$ cat src/rtl/sqwave_pkg.sv
package sqwave_pkg;
  typedef enum logic [1:0] {
    REG_PRE_LO = 2'd0,
    REG_PRE_HI = 2'd1,
    REG_SRCSEL = 2'd2
  } reg_addr_e;
endpackage

$ cat src/rtl/sqwave_cfg.sv
module sqwave_cfg
  import sqwave_pkg::*;
#(
  parameter int BW   = 8,
  parameter int SELW = 3,
  localparam int CW  = 2 * BW
) (
  input  logic            clk,
  input  logic            rst,
  input  logic            wr_en,
  input  logic [1:0]      wr_addr,
  input  logic [BW-1:0]   wr_data,
  output logic [CW-1:0]   div,
  output logic [SELW-1:0] sel
);
  logic [BW-1:0] pre_lo_q, pre_hi_q;
  logic [CW-1:0] preset;

  always_ff @(posedge clk) begin
    if (rst) begin
      pre_lo_q <= '0;
      pre_hi_q <= '0;
      sel      <= '0;
    end else if (wr_en) begin
      case (reg_addr_e'(wr_addr))
        REG_PRE_LO: pre_lo_q <= wr_data;
        REG_PRE_HI: pre_hi_q <= wr_data;
        REG_SRCSEL: sel      <= wr_data[SELW-1:0];
        default: ;
      endcase
    end
  end

  assign preset = {pre_hi_q, pre_lo_q};
  // smallest legal divisor is 2
  assign div = (preset < CW'(2)) ? CW'(2) : preset;

  p_div_min_r4: assert property (@(posedge clk) disable iff (rst) div >= CW'(2));
endmodule

$ cat src/rtl/sqwave_tick_sel.sv
module sqwave_tick_sel #(
  parameter int NSRC = 8,
  localparam int SELW = (NSRC > 1) ? $clog2(NSRC) : 1
) (
  input  logic [NSRC-1:0] src,
  input  logic [SELW-1:0] sel,
  output logic            tick
);
  generate
    if (NSRC == 1) begin : g_single
      logic unused_sel;
      assign unused_sel = ^sel;
      assign tick = src[0];
    end else begin : g_mux
      assign tick = src[sel];
    end
  endgenerate
endmodule

$ cat src/rtl/sqwave_core.sv
module sqwave_core #(
  parameter int CW = 16
) (
  input  logic          clk,
  input  logic          rst,
  input  logic          start,
  input  logic          stop,
  input  logic          tick,
  input  logic [CW-1:0] div,
  output logic [CW-1:0] cnt,
  output logic          sq
);
  logic run_q;

  always_ff @(posedge clk) begin
    if (rst) begin
      cnt   <= '0;
      run_q <= 1'b0;
      sq    <= 1'b0;
    end else if (stop) begin
      run_q <= 1'b0;
    end else if (start) begin
      run_q <= 1'b1;
      cnt   <= div;
    end else if (run_q && tick) begin
      if (cnt <= CW'(1)) begin
        sq  <= ~sq;
        cnt <= div;
      end else begin
        cnt <= cnt - CW'(1);
      end
    end
  end

  p_idle_hold_r2: assert property (@(posedge clk) disable iff (rst)
    !run_q |=> $stable(sq));
  p_run_nonzero_r3: assert property (@(posedge clk) disable iff (rst)
    run_q |-> cnt != '0);
  p_stop_freeze_r7: assert property (@(posedge clk) disable iff (rst)
    stop |=> (!run_q && $stable(cnt) && $stable(sq)));
  p_start_load_r8: assert property (@(posedge clk) disable iff (rst)
    (start && !stop) |=> (run_q && cnt == $past(div)));
  p_end_toggle_r5: assert property (@(posedge clk) disable iff (rst)
    (run_q && tick && !start && !stop && cnt == CW'(1)) |=> (sq != $past(sq) && cnt == $past(div)));
  p_no_tick_r6: assert property (@(posedge clk) disable iff (rst)
    (!tick && !start && !stop) |=> ($stable(cnt) && $stable(sq)));
endmodule

$ cat src/rtl/sqwave_rdback.sv
module sqwave_rdback #(
  parameter int BW = 8,
  localparam int CW = 2 * BW
) (
  input  logic          clk,
  input  logic          rst,
  input  logic          rd_en,
  input  logic          rd_hi,
  input  logic [CW-1:0] cnt,
  output logic [BW-1:0] rd_data
);
  logic [BW-1:0] lo_snap_q;

  always_ff @(posedge clk) begin
    if (rst) begin
      lo_snap_q <= '0;
      rd_data   <= '0;
    end else if (rd_en) begin
      if (rd_hi) begin
        rd_data   <= cnt[CW-1:BW];
        lo_snap_q <= cnt[BW-1:0];
      end else begin
        rd_data   <= lo_snap_q;
      end
    end
  end

  p_hi_read_r9: assert property (@(posedge clk) disable iff (rst)
    (rd_en && rd_hi) |=> rd_data == $past(cnt[CW-1:BW]));
  p_rd_hold_r9: assert property (@(posedge clk) disable iff (rst)
    !rd_en |=> $stable(rd_data));
endmodule

$ cat src/rtl/sqwave_ctr.sv
module sqwave_ctr #(
  parameter int BW   = 8,
  parameter int NSRC = 8,
  localparam int CW  = 2 * BW,
  localparam int SELW = (NSRC > 1) ? $clog2(NSRC) : 1
) (
  input  logic            clk,
  input  logic            rst,
  input  logic [NSRC-1:0] src_tick_i,
  input  logic            wr_en_i,
  input  logic [1:0]      wr_addr_i,
  input  logic [BW-1:0]   wr_data_i,
  input  logic            start_i,
  input  logic            stop_i,
  input  logic            rd_en_i,
  input  logic            rd_hi_i,
  output logic [BW-1:0]   rd_data_o,
  output logic            sq_o
);
  logic [CW-1:0]   div, cnt;
  logic [SELW-1:0] sel;
  logic            tick;

  sqwave_cfg #(.BW(BW), .SELW(SELW)) u_cfg (
    .clk(clk), .rst(rst), .wr_en(wr_en_i), .wr_addr(wr_addr_i),
    .wr_data(wr_data_i), .div(div), .sel(sel)
  );

  sqwave_tick_sel #(.NSRC(NSRC)) u_sel (
    .src(src_tick_i), .sel(sel), .tick(tick)
  );

  sqwave_core #(.CW(CW)) u_core (
    .clk(clk), .rst(rst), .start(start_i), .stop(stop_i), .tick(tick),
    .div(div), .cnt(cnt), .sq(sq_o)
  );

  sqwave_rdback #(.BW(BW)) u_rd (
    .clk(clk), .rst(rst), .rd_en(rd_en_i), .rd_hi(rd_hi_i),
    .cnt(cnt), .rd_data(rd_data_o)
  );
endmodule

$ cat config.mk
export PLATFORM = sky130hd
export DESIGN_NAME = sqwave_ctr
export DESIGN_NICKNAME = d
export VERILOG_FILES = /design/src/rtl/sqwave_pkg.sv /design/src/rtl/sqwave_cfg.sv /design/src/rtl/sqwave_tick_sel.sv /design/src/rtl/sqwave_core.sv /design/src/rtl/sqwave_rdback.sv /design/src/rtl/sqwave_ctr.sv
export SDC_FILE = /design/constraint.sdc
export NUM_CORES = 1
export LEC_CHECK = 0
export BUFFER_PORTS_ARGS = -buffer_cell sky130_fd_sc_hd__buf_2
export CAP_MARGIN = 20
export CORE_ASPECT_RATIO = 1.75
export CORE_UTILIZATION = 57
export DETAILED_ROUTE_END_ITERATION = 8
export HOLD_SLACK_MARGIN = 0.03
export PLACE_DENSITY_LB_ADDON = 0.25
export REMOVE_ABC_BUFFERS = 1
export SYNTH_ARGS = -nofsm -noshare
export SYNTH_HDL_FRONTEND = slang
export SYNTH_SLANG_ARGS = --single-unit
$ cat constraint.sdc
create_clock -name clk -period 2.5 [get_ports clk]
set_clock_uncertainty 0.15 [all_clocks]
set_input_delay 0.25 -clock clk [delete_from_list [all_inputs] [get_ports clk]]
set_output_delay 0.25 -clock clk [all_outputs]
set_load 0.02 [all_outputs]
# --- Word-level counts from Yosys, hierarchy flattened ---
# Index checks and enable logic that the tools add are counted.
classes:
  n_lt_le_gt_ge: 3
  n_reduce_logical: 10
  n_shift: 0
  addsub: 1
  multipliers: 0
  muxes: 7
  eq_ne: 2
  n_bitwise: 3
  div_mod_pow: 0
op_table:
  columns: ["cell", "n"]
  rows:
  - ["$mux W16", 4]
  - ["$le A16 B1 Y1 const B", 1]
  - ["$lt A16 B2 Y1 const B", 1]
  - ["$sub A16 B1 Y16 const B", 1]
  - ["$reduce_and A2 Y1", 5]
  - ["$mux W8", 1]
  - ["$lt A3 B4 Y1 const B", 1]
  - ["$reduce_and A4 Y1", 1]
  - ["$bmux W1 S3", 1]
  - ["$not A1 Y1", 3]
  - ["$eq A2 B1 Y1 const B", 1]
  - ["$eq A2 B2 Y1 const B", 1]
  - ["$logic_not A2 Y1", 1]
  - ["$reduce_bool A2 Y1", 1]
  - ["$reduce_or A2 Y1", 1]
  - ["$logic_and A1 B1 Y1", 1]
  - ["$mux W1", 1]
totals:
  latchBits: 0
  output_inout_bits: 9
  n_memories: 0
  elab_cells: 34
  ram_bits: 0
  rom_bits: 0
  in_bits: 25
  reg_bits: 53

# --- Longest topological paths before layout ---
# Gate-level depths: netlist of run 1.
depth:
  depth_word: 5
  depth_mapped: 9
  ltp_nobuf: 7

# --- Hierarchy ---
# A second synthesis of run 1 with hierarchy kept.
hier_totals:
  cells_unflattened: 306
  area_unflattened_um2: 2702.6
by_module_without_submodules:
  columns: ["module", "instances", "seq_area_each_um2", "area_each_um2", "cells_each"]
  rows:
  - ["sqwave_core", 1, 360.3, 1133.6, 146]
  - ["sqwave_cfg", 1, 380.4, 793.3, 85]
  - ["sqwave_rdback", 1, 320.3, 711.9, 72]
  - ["sqwave_tick_sel", 1, 0.0, 63.8, 3]

# --- Least setup slack after synthesis of run 1 ---
# Ideal clock, no wire load.
synth_timing:
  kind: "register to register"
  start: "register u_core.cnt[4]"
  end: "register u_core.cnt[15]"
  period_less_slack_ps: 2050
  n_path_buf: 3
  setup_slack_ps: 450
  t_arrival_ps: 1781
  required_ps: 2231
  stages_incl_launch_ff: 9
  setup_time_ps: 119
  cell_sequence: "dfxtp_1 > buf_4 > nor4_4 > and2_0 > buf_2 > a21oi_2 > buf_6 > mux2_4 > o221a_1"
synth_between:
  elab_chain_cells: 4
  word_cells_on_any_way: 5
  classes_between: "add/sub (1); order compare (1); mux (3)"
synth_lines:
  columns: ["element", "line_no", "rtl"]
  rows:
  - ["from (decl)", "sqwave_core.sv:10", "output logic [CW-1:0] cnt,"]
  - ["from (signal assigned)", "sqwave_core.sv:24", "cnt <= div;"]
  - ["from (signal assigned)", "sqwave_core.sv:28", "cnt <= div;"]
  - ["from (signal assigned)", "sqwave_core.sv:30", "cnt <= cnt - CW'(1);"]
  - ["$sub A16 B1 Y16 or $le A16 B1 Y1 (tied branches)", "sqwave_core.sv:30, sqwave_core.sv:26", null]
  - ["$mux W16 *", "sqwave_core.sv:26", "if (cnt <= CW'(1)) begin"]
  - ["$mux W16 *", "sqwave_core.sv:25", "end else if (run_q && tick) begin"]
  - ["$mux W16 *", "sqwave_core.sv:22", "end else if (start) begin"]
# Mark *: on every way between the ends. The rest lies on a longest branch, timed or not. The select of a mux whose other input is x is not followed.
# A chain may end at the register's enable or synchronous reset.

# --- Worst setup path in the final report of run 1 ---
layout_timing:
  start: "register u_core.cnt[0]"
  end: "register u_core.cnt[7]"
# The elaborated chain is that of the path after synthesis.

==> results of run 1 <==
==> logic make-up (layout without fill, tap and decap cells) <==
family          count (synthesis)  count (layout)  synth area share [%]
compound gates                 61              61                 15.74
flops                          53              53                 39.85
fa+ha+maj                       2               2                0.9397
buf+inv                        33              59                 5.404
simple gates                  114             114                 21.52
mux                            42              42                 16.54
==> cell type report <==
class                      count  area [um^2]  area share [%]
multi-input combinational    219         1461           48.89
sequential                    53         1061           35.50
timing repair buffer          44        275.3           9.209
clock inverter                 1        5.005          0.1674
inverter                       7        26.28          0.8790
tap                           51        63.81           2.135
clock buffer                   7        96.34           3.223
==> worst max-delay path by stage <==
stage / start / endpoint / slack [ps] / depth (start not counted)
after floorplan: u_cfg.sel[0] / u_core.cnt[15] / -190 / 5
after global placement: u_core.cnt[0] / u_core.cnt[15] / 360 / 7
after detailed placement: u_core.cnt[0] / u_core.cnt[6] / 270 / 8
after CTS: u_core.cnt[0] / u_core.cnt[7] / 250 / 8
after global routing: u_core.cnt[0] / u_core.cnt[7] / 50 / 8
final: u_core.cnt[0] / u_core.cnt[7] / 250 / 8
==> routing by layer <==
metal | routed length [um] | vias up | GRT usage (%)
met2 | 3142 | 58 | 45.16
met5 | 0 | - | 0
met4 | 186 | 0 | 12.28
li1 | - | 1154 | -
met3 | 211 | 16 | 4.269
met1 | 2432 | 1061 | 30.31
==> power by group through the flow <==
stage          Sequential (mW)  Combinational (mW)  Clock (mW)
2_1_floorplan            0.964               0.525           0
3_3_place_gp             0.969               0.776           0
3_5_place_dp             0.970               0.792           0
4_1_cts                  0.950               0.799       0.528
5_1_grt                  0.959               0.874       0.564
6_report                 0.950               0.803       0.519
==> stage by stage <==
step	setup WS [ps]	utilization [%]	power [mW]	hold WS [ps]	cell area, um^2
after floorplan	-188.1	-	1.489	169.1	2545
after global placement	364.2	64.75	1.745	292.8	2878
after detailed placement	272.6	64.75	1.761	297.5	2878
after CTS	251.4	67.26	2.277	31.52	2989
after global routing	46.37	67.26	2.396	35.74	2989
final	248.6	67.26	2.273	35.65	2989
==> placed cells by master, fill, tap and decap left out, types with 2 or more instances in the layout <==
cell type,n
nand2b_1,2
mux2i_1,38
nor3b_1,2
nand3_1,11
nor2_1,37
clkbuf_8,7
o21a_1,2
nor3_1,6
nand2_1,28
a211oi_1,11
or3_1,6
nand3b_1,2
inv_1,7
nand4_1,2
buf_2,33
nor4_1,8
ha_1,2
and3_1,2
nor4_4,2
or4_1,3
mux2_2,2
a21oi_1,25
buf_4,8
buf_12,2
o21bai_1,2
dfxtp_1,53
o32ai_1,13
==> worst max-delay path: cells and delay by family (launching register included) <==
family	cells	cell delay (ps)
buffers and inverters	2	340
muxes	1	210
AOI/OAI and AO/OA	3	680
and+or+nand+nor	1	80
DFF	1	420
adders and majority gates	1	230
==> flip-flops by register name (all words and copies together), names as in the netlist <==
register and cells:
u_core.cnt 16, u_cfg.pre_lo_q 8, u_core.sq 1, u_cfg.sel 3, u_rd.lo_snap_q 8, u_core.run_q 1, u_cfg.pre_hi_q 8, u_rd.rd_data 8
==> metrics.txt, run 1 <==
status=complete, no violations; Final setup viols=0; GPL Wtd Cong=0.9179; layout cells sized above 1=18.43%; Clk Tree Root Cell=clkbuf_8; DRC viols=0; Main synth FF type=dfxtp_1; most common cell in the synthesized netlist=dfxtp_1; worst path arrival time=2280 ps; initial antenna violation count=0; Worst Path Max Fanout=23; Sw Share=33.69%; CP endpoint kind=flop; Int Power=1.507 mW; CP Data Required Time=2530 ps; critical path class=flop to flop; Inst Count DP=373; headroom to the max-slew limit=62.23%; total clock sinks=53; die height=92.41 um; Area contributors post-synth=dfxtp_1 (40%), mux2i_1 (14%), nor2_1 (5.2%); Synth top cells by count=dfxtp_1 (53), mux2i_1 (38), nor2_1 (37), nand2_1 (28), a21oi_1 (25); row count=32; Post-CTS Setup Inserts=0; vias in the first global route=2049; final setup TNS=0 ps; fin cells=382; reg-to-reg startpoint=u_core.cnt[0]; Final period util=90.06%; CP peak stage delay=420 ps; Sequential Power Share=41.8%; Hold Vio Cnt, Final=0; pwr dens=760.4 nW/um^2; via/cell ratio=5.992; Final min period=2251 ps; clock tree buffer depth=2; 1st-iter DRT viols=64; I/O pin cnt=34; Clk pin slew, worst setup/hold paths=90 ps; cell taking the most area after synthesis=dfxtp_1; drt total wl=5972 um; Filler cells=388; Hold Crit Endpoint=u_cfg.pre_hi_q[6]; hpwl dp=4329 um; slowest CP cell=dfxtp_1; n_diodes=0; Starting Density=59.91%; GRT Overall Usage=26.42%; RSZ-0062 raised after global routing=no; Synth cell types=41; Fmax=444.2 MHz; Num CTS Buffers=5; wire length of the first global-routing pass=9735 um; TritonRoute pass-1 iters=4; Slew Limit Fails=0; ordered cell list for the critical path=inv_1 -> ha_1 -> o21bai_1 -> nor4_4 -> a21oi_2 -> buf_12 -> mux2i_1 -> o32ai_1; Leak=1.258 nW; Yosys reg bits=53; FFs w/ async S/R, synth=0%; Mapped Cells=305; worst reg-to-reg path cell count=8; clock share of power=22.8%; worst reg-to-reg setup slack=250 ps; max-cap violation count=0; DIE AREA=4959 um^2; number of synthesized flops with an enable pin=0; H-tree levels=2; Chip Width=53.67 um; post-route ant nets=0; Syn. warnings=0; routed vias=2289; r2r endpoint=u_core.cnt[7]; Area growth syn-to-layout=12.27%; port buffer count=33; grt ovf=0; cts repair resizes=0; HP Class=input port to flop; CTS Hold Bufs=1; Min-Delay Path Depth=3; CTS tree=yes; VDD IR-drop max=0.0005861 V; largest net degree at the start of global routing=52; Avg Inst Size Synth=8.730 um^2; Startpoint Class=flop; combinational power share=35.3%; register area share after synthesis=39.85%; Psw=765.8 uW; Slew @ Worst Pin=564.9 ps; core box area=4444 um^2; hold path start=wr_data_i[6]; drt wl/cell=15.63 um; area of the mapped netlist=2663 um^2; nets@finish=357; Yosys top cell area share=39.85%; clk_lat worst skew=310 ps
(Power assumes the default switching activity.)
==> run 2, diff against run 1 <==
Settings changed: CORE_UTILIZATION 57 to 34.
==> run 2 against run 1 <==
Net effect: register-to-register slack worse by 40 ps; count of clock-buffer cells in the layout is the same; sequential cell count unchanged; worst setup slack got worse by 42 ps; power increased by 7.3%; largest cell class unchanged.
==> metrics.txt, run 2 (same netlist as run 1, synthesis figures left out) <==
Leak=1.291 nW (+2.7%); Clk pin slew, worst setup/hold paths=60 ps (-30 ps); post-route ant nets=0 (unchanged); TritonRoute pass-1 iters=4 (unchanged); largest net degree at the start of global routing=31 (-40%); HP Class=input port to flop; hold_ws=56.37 ps (+20.72 ps); H-tree levels=2 (unchanged); Critical Path Sink=u_core.cnt[6]; CP peak stage delay=620 ps (+200 ps); port buffer count=33 (unchanged); Final period util=91.74% (+1.7 points); Slew @ Worst Pin=797.1 ps (+232.3 ps); layout cells sized above 1=18.86% (+0.43 points); pwr dens=788.2 nW/um^2 (+3.7%); grt ovf=0 (unchanged); DIE AREA=8203 um^2 (+65%); status=complete, no violations; Startpoint Class=flop; Final setup viols=0 (unchanged); vias in the first global route=2214 (+8.1%); critical path depth=6 (-2); wire length of the first global-routing pass=10730 um (+10%); critical path class=flop to flop; nets@finish=361 (+1.1%); GPL Wtd Cong=0.8014 (-13%); 1st-iter DRT viols=93 (+45%); Num CTS Buffers=5 (unchanged); drt wl/cell=15.38 um (-1.6%); Hold Vio Cnt, Final=0 (unchanged); GRT Overall Usage=17.54% (-8.9 points); CP endpoint kind=flop; Clk Tree Root Cell=clkbuf_16; VDD IR-drop max=0.0004002 V (-32%); cell family with most CP delay=compound AO/OA/AOI/OAI gates; DRC viols=0 (unchanged); r2r endpoint=u_core.cnt[6]; clock tree buffer depth=2 (unchanged); via/cell ratio=5.429 (-9.4%); CP Data Required Time=2550 ps (+20 ps); Fmax=436.0 MHz (-1.8%); RSZ-0062 raised after global routing=no; Worst Path Max Fanout=18 (-22%); CTS tree=yes; Setup crit start=u_cfg.sel[0]; routed vias=2291 (+0.087%); max-cap violation count=0 (unchanged); initial antenna violation count=0 (unchanged); crit path buf inv count=1 (-1); worst reg-to-reg path cell count=6 (-2); total clock sinks=53 (unchanged); row count=42 (+31%); Tot Pwr=2.439 mW (+7.3%); reg-to-reg startpoint=u_cfg.sel[0]; Filler cells=792 (+100%); clk_lat worst skew=290 ps (-20 ps); drt total wl=6490 um (+8.7%); Post-CTS Setup Inserts=0 (unchanged); Slew Limit Fails=0 (unchanged); worst path arrival time=2340 ps (+60 ps); worst reg-to-reg setup slack=210 ps (-40 ps); commonest non-fill, non-tap cells in the layout=dfxtp_1 (53), mux2i_1 (38), nor2_1 (37); slowest CP cell=o21ai_2; die height=119.1 um (+29%); n_diodes=0 (unchanged); Final min period=2294 ps (+42.07 ps); most common cell after layout, fill and taps aside=dfxtp_1; Chip Width=68.90 um (+28%); Starting Density=35.19% (-25 points); headroom to the max-slew limit=46.85% (-15 points); max reg flops=16 (unchanged); ordered cell list for the critical path=mux2_2 -> o221a_2 -> o21ai_2 -> buf_12 -> a21oi_1 -> o32ai_1; cts repair resizes=0 (unchanged); hpwl dp=4687 um (+8.3%); I/O pin cnt=34 (unchanged); most flop-heavy register=u_core.cnt; core box area=7567 um^2 (+70%); Area growth syn-to-layout=16.21%; final setup TNS=0 ps (unchanged)
run 2: through the flow:
step / instances / worst slack, ps / area [um^2] / utilization [%]
global route: 422 / 55.65 / 3094 / 40.89
floorplan: 279 / -188.1 / 2545 / -
detailed placement: 414 / 206.2 / 2942 / 38.87
finish: 422 / 206.5 / 3094 / 40.89
global placement: 414 / 202.5 / 2942 / 38.87
CTS: 422 / 190.5 / 3094 / 40.89
run 2: per-layer routing:
layer | up-vias | global-route usage [%] | share of wire [%]
li1 | 1160 | - | -
met1 | 1088 | 19.94 | 41
met2 | 35 | 30.04 | 54
met3 | 8 | 3.831 | 2.4
met4 | 0 | 7.398 | 2.7
met5 | - | 0 | 0
run 2: worst min-delay path by stage:
stage / slack (ps) / from / endpoint / cells past startpoint
2_1_floorplan: 170 / rst / u_core.cnt[1] / 1
3_3_place_gp: 290 / u_rd.lo_snap_q[2] / u_rd.lo_snap_q[2] / 2
3_5_place_dp: 300 / u_rd.lo_snap_q[2] / u_rd.lo_snap_q[2] / 2
4_1_cts: 60 / wr_data_i[7] / u_cfg.pre_hi_q[7] / 3
5_1_grt: 60 / wr_data_i[4] / u_cfg.pre_hi_q[4] / 3
6_report: 60 / wr_data_i[7] / u_cfg.pre_hi_q[7] / 3
run 2: area by class of cell:
type                    count  area (um^2)  share of cell area, %
multi-input cells         219         1461                  47.23
repair buffers             48        292.8                  9.462
clock buffers               7        142.6                  4.610
inverters                   7        26.28                 0.8492
well taps                  88        110.1                  3.558
flip-flops and latches     53         1061                  34.29
run 2: worst reg2reg max path: stages (launching register included):
cell and delay (ps):
dfxtp_1 400, mux2_2 350, o221a_2 280, o21ai_2 620, buf_12 230, a21oi_1 50
o32ai_1 130
run 2: where the power goes:
group	switching, mW	total (mW)	internal, mW	leakage (nW)
Sequential	0.0499	0.943	0.894	0.431
Combinational	0.444	0.805	0.361	0.790
Clock	0.297	0.690	0.394	0.0700
run 2: repair_timing:
action / in CTS / in global routing
hold endpoints to repair: 1 / 0
setup endpoints to repair: 0 / 0
hold buffers: 1 / 0
